### src/rtl/irq_nest_pkg.sv
package irq_nest_pkg;
   timeunit 1ns;
   timeprecision 100ps;

   localparam int NSRC = 6;
   localparam int NLVL = 4;
   localparam int LVLW = $clog2(NLVL);
   localparam int IDXW = $clog2(NSRC);
   localparam int NWOR = NSRC - 4;

   typedef logic [LVLW-1:0] lvl_t;
   typedef logic [IDXW-1:0] sidx_t;

   typedef enum logic [1:0] {
      SRC_EXT      = 2'd0,
      SRC_TMR      = 2'd1,
      SRC_WIRED_OR = 2'd2
   } src_kind_e;

   // sources 0..3 alternate external / timer, the remaining ones are wired-OR pairs
   function automatic src_kind_e kind_of(input int i);
      if (i >= 4) return SRC_WIRED_OR;
      return (i % 2 == 0) ? SRC_EXT : SRC_TMR;
   endfunction

   function automatic lvl_t top_level(input logic [NLVL-1:0] m);
      lvl_t t;
      t = '0;
      for (int l = 0; l < NLVL; l++) begin
         if (m[l]) t = lvl_t'(l);
      end
      return t;
   endfunction
endpackage

### src/rtl/irq_sfr_regs.sv
module irq_sfr_regs
   import irq_nest_pkg::*;
#(
   parameter int                AW   = 8,
   parameter int                DW   = 8,
   parameter logic [AW-1:0]     A_EN = 8'hA8,
   parameter logic [AW-1:0]     A_PL = 8'hB8,
   parameter logic [AW-1:0]     A_PH = 8'hB7
) (
   input  logic            clk,
   input  logic            rst_n,
   input  logic [AW-1:0]   addr,
   input  logic            wr,
   input  logic [DW-1:0]   wdata,
   output logic [DW-1:0]   rdata,
   output logic            ea,
   output logic [NSRC-1:0] en,
   output logic [NSRC-1:0] pl,
   output logic [NSRC-1:0] ph
);
   timeunit 1ns;
   timeprecision 100ps;

   localparam int EA_BIT = DW - 1;

   logic            ea_q;
   logic [NSRC-1:0] en_q, pl_q, ph_q;
   logic            unused_wbits;

   assign unused_wbits = ^wdata[DW-2:NSRC];

   always_ff @(posedge clk or negedge rst_n) begin
      if (!rst_n) begin
         ea_q <= 1'b0;
         en_q <= '0;
         pl_q <= '0;
         ph_q <= '0;
      end else if (wr) begin
         if (addr == A_EN) begin
            ea_q <= wdata[EA_BIT];
            en_q <= wdata[NSRC-1:0];
         end
         if (addr == A_PL) pl_q <= wdata[NSRC-1:0];
         if (addr == A_PH) ph_q <= wdata[NSRC-1:0];
      end
   end

   always_comb begin
      rdata = '0;
      if (addr == A_EN) begin
         rdata[NSRC-1:0] = en_q;
         rdata[EA_BIT]   = ea_q;
      end else if (addr == A_PL) begin
         rdata[NSRC-1:0] = pl_q;
      end else if (addr == A_PH) begin
         rdata[NSRC-1:0] = ph_q;
      end
   end

   assign ea = ea_q;
   assign en = en_q;
   assign pl = pl_q;
   assign ph = ph_q;
endmodule

### src/rtl/irq_src_flags.sv
module irq_src_flags
   import irq_nest_pkg::*;
(
   input  logic              clk,
   input  logic              rst_n,
   input  logic [1:0]        ext_line,
   input  logic [1:0]        ext_edge,
   input  logic [1:0]        tmr_ovf,
   input  logic [2*NWOR-1:0] wor_in,
   input  logic              clr,
   input  sidx_t             clr_idx,
   output logic [NSRC-1:0]   flag
);
   timeunit 1ns;
   timeprecision 100ps;

   for (genvar i = 0; i < NSRC; i++) begin : g_src
      localparam src_kind_e K = kind_of(i);
      logic f_q;
      logic clr_here;

      assign clr_here = clr && (clr_idx == sidx_t'(i));
      assign flag[i]  = f_q;

      if (K == SRC_EXT) begin : g_ext
         localparam int E = i / 2;
         logic prev_q;
         always_ff @(posedge clk or negedge rst_n) begin
            if (!rst_n) begin
               prev_q <= 1'b0;
               f_q    <= 1'b0;
            end else begin
               prev_q <= ext_line[E];
               if (ext_edge[E])
                  f_q <= (ext_line[E] & ~prev_q) | (f_q & ~clr_here);
               else
                  f_q <= ext_line[E];
            end
         end
      end else if (K == SRC_TMR) begin : g_tmr
         localparam int T = i / 2;
         always_ff @(posedge clk or negedge rst_n) begin
            if (!rst_n) f_q <= 1'b0;
            else        f_q <= tmr_ovf[T] | (f_q & ~clr_here);
         end
      end else begin : g_wor
         localparam int W = i - 4;
         logic unused_clr;
         assign unused_clr = clr_here;
         always_ff @(posedge clk or negedge rst_n) begin
            if (!rst_n) f_q <= 1'b0;
            else        f_q <= |wor_in[2*W +: 2];
         end
      end
   end
endmodule

### src/rtl/irq_pick.sv
module irq_pick
   import irq_nest_pkg::*;
(
   input  logic [NSRC-1:0] flag,
   input  logic [NSRC-1:0] en,
   input  logic            ea,
   input  logic [NSRC-1:0] pl,
   input  logic [NSRC-1:0] ph,
   input  logic            busy,
   input  lvl_t            busy_lvl,
   output logic            take,
   output sidx_t           win_idx,
   output lvl_t            win_lvl
);
   timeunit 1ns;
   timeprecision 100ps;

   logic [NSRC-1:0] live;
   logic            found;
   lvl_t            best;
   sidx_t           bi;

   assign live = flag & en & {NSRC{ea}};

   // descending scan: on equal level the lower index overwrites, giving polling order
   always_comb begin
      found = 1'b0;
      best  = '0;
      bi    = '0;
      for (int i = NSRC - 1; i >= 0; i--) begin
         if (live[i] && (!found || {ph[i], pl[i]} >= best)) begin
            found = 1'b1;
            best  = {ph[i], pl[i]};
            bi    = sidx_t'(i);
         end
      end
   end

   assign take    = found && (!busy || best > busy_lvl);
   assign win_idx = bi;
   assign win_lvl = best;
endmodule

### src/rtl/irq_level_stack.sv
module irq_level_stack
   import irq_nest_pkg::*;
(
   input  logic            clk,
   input  logic            rst_n,
   input  logic            push,
   input  lvl_t            push_lvl,
   input  logic            pop,
   output logic [NLVL-1:0] mask,
   output lvl_t            top_lvl,
   output logic            any
);
   timeunit 1ns;
   timeprecision 100ps;

   logic [NLVL-1:0] m_q, m_nxt;

   assign any     = |m_q;
   assign top_lvl = top_level(m_q);
   assign mask    = m_q;

   always_comb begin
      m_nxt = m_q;
      if (pop && any) m_nxt[top_lvl] = 1'b0;
      if (push)       m_nxt[push_lvl] = 1'b1;
   end

   always_ff @(posedge clk or negedge rst_n) begin
      if (!rst_n) m_q <= '0;
      else        m_q <= m_nxt;
   end
endmodule

### src/rtl/irq_nest_ctrl.sv
module irq_nest_ctrl
   import irq_nest_pkg::*;
#(
   parameter int                 SFR_AW   = 8,
   parameter int                 SFR_DW   = 8,
   parameter logic [SFR_AW-1:0]  ADDR_EN  = 8'hA8,
   parameter logic [SFR_AW-1:0]  ADDR_PL  = 8'hB8,
   parameter logic [SFR_AW-1:0]  ADDR_PH  = 8'hB7,
   parameter int                 VEC_W    = 8,
   parameter int                 VEC_BASE = 3,
   parameter int                 VEC_STEP = 8
) (
   input  logic              clk,
   input  logic              rst_n,
   input  logic [SFR_AW-1:0] sfr_addr,
   input  logic              sfr_wr,
   input  logic [SFR_DW-1:0] sfr_wdata,
   output logic [SFR_DW-1:0] sfr_rdata,
   input  logic [1:0]        ext_line,
   input  logic [1:0]        ext_edge_mode,
   input  logic              t0_ovf,
   input  logic              t1_ovf,
   input  logic              ser_rx,
   input  logic              ser_tx,
   input  logic              t2_ovf,
   input  logic              t2_ext,
   output logic              irq_req,
   output logic [VEC_W-1:0]  irq_vec,
   input  logic              irq_ack,
   input  logic              irq_ret
);
   timeunit 1ns;
   timeprecision 100ps;

   localparam int VEC_TOP = VEC_BASE + VEC_STEP * (NSRC - 1);

   if (SFR_DW < NSRC + 2) begin : g_bad_dw
      $error("SFR_DW too narrow for enables plus global bit");
   end
   if (ADDR_EN == ADDR_PL || ADDR_EN == ADDR_PH || ADDR_PL == ADDR_PH) begin : g_bad_addr
      $error("register addresses must differ");
   end
   if (VEC_TOP >= (1 << VEC_W) || VEC_STEP < 1) begin : g_bad_vec
      $error("vector table does not fit VEC_W");
   end

   logic            sfr_ea;
   logic [NSRC-1:0] sfr_en, sfr_pl, sfr_ph;
   logic [NSRC-1:0] src_flag;
   logic [NLVL-1:0] isr_mask;
   lvl_t            isr_top;
   logic            isr_any;
   logic            take;
   sidx_t           win_idx;
   lvl_t            win_lvl;
   logic            req_q;
   sidx_t           idx_q;
   lvl_t            lvl_q;
   logic            ack_hit;

   assign ack_hit = irq_ack & req_q;

   irq_sfr_regs #(
      .AW(SFR_AW), .DW(SFR_DW), .A_EN(ADDR_EN), .A_PL(ADDR_PL), .A_PH(ADDR_PH)
   ) u_regs (
      .clk(clk), .rst_n(rst_n), .addr(sfr_addr), .wr(sfr_wr), .wdata(sfr_wdata),
      .rdata(sfr_rdata), .ea(sfr_ea), .en(sfr_en), .pl(sfr_pl), .ph(sfr_ph)
   );

   irq_src_flags u_flags (
      .clk(clk), .rst_n(rst_n), .ext_line(ext_line), .ext_edge(ext_edge_mode),
      .tmr_ovf({t1_ovf, t0_ovf}), .wor_in({t2_ext, t2_ovf, ser_tx, ser_rx}),
      .clr(ack_hit), .clr_idx(idx_q), .flag(src_flag)
   );

   irq_pick u_pick (
      .flag(src_flag), .en(sfr_en), .ea(sfr_ea), .pl(sfr_pl), .ph(sfr_ph),
      .busy(isr_any), .busy_lvl(isr_top), .take(take), .win_idx(win_idx),
      .win_lvl(win_lvl)
   );

   irq_level_stack u_stack (
      .clk(clk), .rst_n(rst_n), .push(ack_hit), .push_lvl(lvl_q), .pop(irq_ret),
      .mask(isr_mask), .top_lvl(isr_top), .any(isr_any)
   );

   // presentation register: forced low for one cycle after an acknowledge
   always_ff @(posedge clk or negedge rst_n) begin
      if (!rst_n) begin
         req_q <= 1'b0;
         idx_q <= '0;
         lvl_q <= '0;
      end else begin
         req_q <= take & ~ack_hit;
         if (take && !ack_hit) begin
            idx_q <= win_idx;
            lvl_q <= win_lvl;
         end
      end
   end

   assign irq_req = req_q;
   assign irq_vec = VEC_W'(VEC_BASE + VEC_STEP * int'(idx_q));
endmodule

### config.mk
export PLATFORM = sky130hd
export DESIGN_NAME = irq_nest_ctrl
export DESIGN_NICKNAME = d
export VERILOG_FILES = /design/src/rtl/irq_nest_pkg.sv /design/src/rtl/irq_sfr_regs.sv /design/src/rtl/irq_src_flags.sv /design/src/rtl/irq_pick.sv /design/src/rtl/irq_level_stack.sv /design/src/rtl/irq_nest_ctrl.sv
export SDC_FILE = /design/constraint.sdc
export NUM_CORES = 1
export LEC_CHECK = 0
export ABC_AREA = 1
export BUFFER_PORTS_ARGS = -buffer_cell sky130_fd_sc_hd__buf_2
export CORE_UTILIZATION = 50
export CTS_CLUSTER_SIZE = 25
export DETAILED_ROUTE_END_ITERATION = 8
export GPL_TIMING_DRIVEN = 0
export PLACE_DENSITY = 0.83
export SLEW_MARGIN = 20
export SYNTH_ARGS = -nofsm -noshare
export SYNTH_HDL_FRONTEND = slang
export SYNTH_HIERARCHICAL = 1
export SYNTH_SLANG_ARGS = --single-unit
### constraint.sdc
create_clock -name clk -period 6.5 [get_ports clk]
set_input_delay 0.325 -clock clk [delete_from_list [all_inputs] [get_ports clk]]
set_output_delay 0.325 -clock clk [all_outputs]
set_load 0.02 [all_outputs]
==> summary.txt <==
Outcome
  – Run status: finished, final reports clean

GRT
  – Pin count of the biggest net entering global routing: 38
  – Grt ovf: 0
  – Global routing usage on met1: between 20% and 30%
  – Antenna violations before repair: 0
  – Wire length of the first global-routing pass: 9540 um
  – Via count of the first global-routing pass: roughly 2300
  – Top Usage Layer GRT: met2
  – Global Route Usage Sum: 22.5%
  – GRT met3 Usage: ~4.3%
  – M2 GR Usage: about two fifths

Final layout
  – Layout cells sized above 1: around 28%
  – Ant. Diodes: 0
  – Area of the multi-input gates: between 1000 and 1500 sq um
  – Post-route insts no fill: 492
  – Number of fill cells: about 450
  – Total number of nets in the final design: about 470
  – Sequential cell area in the final layout: roughly 930 sq um
  – Final std cell area, no fill: roughly 3100 sq um
  – Area delta synth->final: 19.0%

Clock network
  – Clock buffers created by TritonCTS: 5
  – Number of hold buffers added after cts: 0
  – Clock transition at path regs: roughly 0.080 ns
  – TritonCTS clock tree: yes
  – Library cell used as clock root buffer: sky130_fd_sc_hd__clkbuf_8
  – Clock Tree Buf Depth: 2
  – H-Tree Depth: 2
  – Clock Sink Count: 37
  – Worst-Skew Late Latency: about 0.29 ns

STA
  – Accumulated negative setup slack: 0 ns
  – Final Hold Vio Count: 0
  – Relative slew slack: between 40% and 50%
  – Post-route fraction of the period consumed by the critical path: slightly above 90%
  – Measured slew at the worst slew-check pin: roughly 0.85 ns
  – Worst clock skew on the final layout: 0.0116 ns
  – Total setup violations reported at the end of the flow: 0
  – Fmax achieved: 165 MHz
  – Number of slew-limit violations in the final report: 0
  – Minimum hold slack: 0.138 ns
  – Clock period minus worst slack: 6.06 ns

Run
  – Max-capacitance violation count: 0

Synthesis
  – Synthesized instance count: about 360
  – Count of synthesis-stage warnings from yosys: 6
  – Syn Area/Cell: about 7.3 sq um
  – FF+latch count, synth: 37
  – Leading cell types by total area after synthesis: sky130_fd_sc_hd__dfrtp_1 35%, sky130_fd_sc_hd__nand2_1 16%, sky130_fd_sc_hd__nand3_1 9.5%, sky130_fd_sc_hd__inv_1 7.3%, sky130_fd_sc_hd__ha_1 5.7%
  – Share of synthesized area occupied by flip-flops and latches: a little over a third
  – Ys flop type: sky130_fd_sc_hd__dfrtp_1
  – Async S/R FF share, synth: between 90% and 100%
  – Leading cell types by count after synthesis: 109 x sky130_fd_sc_hd__nand2_1, 51 x sky130_fd_sc_hd__inv_1, 50 x sky130_fd_sc_hd__nand3_1
  – Cell with the most instances after synthesis: sky130_fd_sc_hd__nand2_1
  – Number of flops mapped to enable cells by yosys: 0
  – Mapped cell area: ~2600 sq um
  – Yosys top cell area share: 35.1%
  – Library cell with the largest summed area after synthesis: sky130_fd_sc_hd__dfrtp_1
  – Synth cell types: 27

Pwr
  – Clock group share of total power: 34.6%
  – Sequential group share of total power: 52.7%
  – Switching part of the total: between 20% and 30%
  – Cell Pwr Density: about 150 nW/um^2
  – Standby leakage power: ~1.8 nW
  – Fraction of power consumed by combinational cells: 12.7%
  – Maximum VDD drop: around 150 uV
  – Net load switching power: 0.121 mW
  – Internal power: 0.346 mW

Placement
  – Final weighted congestion of routability-driven global placement: 0.864
  – Half-perimeter wire length of the detailed placement result: 4520 um
  – Cells after DPL: about 480
  – Port Buf Inserts: 40
  – Cell area after placement: 2940 sq um

Critical path
  – Worst-path fanout max: 6
  – Critical path startpoint category: flop
  – Worst setup EP type: flop
  – CP dominant cell by count: sky130_fd_sc_hd__nand2_1
  – Critical Setup Path Class: flop to flop
  – Longest individual stage delay on the worst path: ~0.36 ns
  – Arrival @ worst endpoint: between 6 and 7 ns
  – Required time at the endpoint of the critical path: 6.68 ns
  – Slowest stage cell, crit path: sky130_fd_sc_hd__dfrtp_1

Floorplanning
  – Starting density of the core: around half
  – IO Pins: 48
  – Area of the placeable core: 5110 sq um
  – Die area: ~5600 sq um
  – Number of placement rows: 26
  – Die width: approximately 75 um
  – Vertical extent of the die: 74.6 um

Detailed routing
  – Drt initial violations: between 150 and 200
  – Number of detailed-routing iterations run before antenna repair: 5
  – Total Routed Length: 6080 um
  – WL per Instance: approximately 12 um
  – Residual DRC: 0
  – ANT nets after route: 0
  – Via count: 2587
  – Via count normalized by instance count: 5.26

Min path
  – Worst min path class: primary input to async pin
## cell usage in the layout (no fill, tap or decap), drive strengths merged
cell type	instances
inv	53
nand3	57
ha	12
or2	4
and3	1
buf	69
conb	6
nand2	120
dfrtp	37
a21oi	1
nand3b	2
nand4	21
clkinvlp	1
nor2	18
o22ai	1
clkbuf	6
o21ai	10
and2	3
## worst max-delay path, delay by kind of cell, from the launching register on
family	cells	cell delay [ns]
AND/OR/NAND/NOR	27	2.62
adder cells (fa/ha/maj)	6	1.63
flip-flops	1	0.36
AO/OA/AOI/OAI	6	0.71
buffers and inverters	7	0.62
## layout make-up
class	count	area share, %
tap	70	2.79
multi-input combinational	256	44.7
sequential	37	29.5
clock buffer	6	2.63
buffer	20	5.22
clock inverter	1	0.239
timing repair buffer	49	8.53
inverter	53	6.33
## stage by stage
step	power (mW)	setup WS (ns)	util [%]
6_report	0.467	0.437	61.5
2_1_floorplan	0.283	0.913	-
3_3_place_gp	0.304	0.265	57.5
5_1_grt	0.489	-0.0365	61.5
4_1_cts	0.469	0.0825	59.3
3_5_place_dp	0.307	0.0590	57.5
## state kept, by name, indices dropped and copies added, names as in the netlist
| name | flops |
|---|---|
| idx_q | 3 |
| u_regs/ea | 1 |
| u_regs/en | 6 |
| u_regs/pl | 6 |
| u_stack/mask | 4 |
| u_flags/g_src.g_ext.prev_q | 2 |
| irq_req | 1 |
| u_regs/ph | 6 |
| lvl_q | 2 |
| u_flags/g_src.f_q | 6 |
## power groups by stage
stage / Combinational (mW) / Clock [mW] / Sequential [mW]
2_1_floorplan: 0.0347 / 0 / 0.248
3_3_place_gp: 0.0543 / 0 / 0.250
3_5_place_dp: 0.0563 / 0 / 0.250
4_1_cts: 0.0566 / 0.167 / 0.246
5_1_grt: 0.0668 / 0.175 / 0.247
6_report: 0.0594 / 0.162 / 0.246
## routing by layer
layer  vias up  wire [um]
li1       1264          -
met1      1190       2520
met2       118       3050
met3        15        400
met4         0         98
met5         -          0
## cell families after synthesis
family | synth area share, %
AOI/OAI and AO/OA | 2.32
adders and majority gates | 5.69
buffers and inverters | 13.8
DFF | 35.1
other | 0.427
and+or+nand+nor | 42.7
## path summary, 6_finish.rpt
check / start / end / slack [ns] / depth (start not counted)
max in group asynchronous: rst_n / u_regs/ea / 5.77 / 1
worst max register to register: u_flags/g_src[5].f_q / idx_q[1] / 0.44 / 46
worst min register to register: u_stack/mask[0] / u_stack/mask[0] / 0.48 / 2
worst max-delay path: u_flags/g_src[5].f_q / idx_q[1] / 0.44 / 46
min in group clk: ext_line[0] / u_flags/g_src[0].g_ext.prev_q / 0.16 / 1
worst min-delay path: rst_n / u_stack/mask[1] / 0.14 / 1
## what timing repair did
item / in CTS / in global routing
pin swaps: 0 / 5
buffers inserted: 0 / 9
resized for setup: 1 / 16
endpoints found under the setup margin: 5 / 6
(Power assumes the default switching activity.)
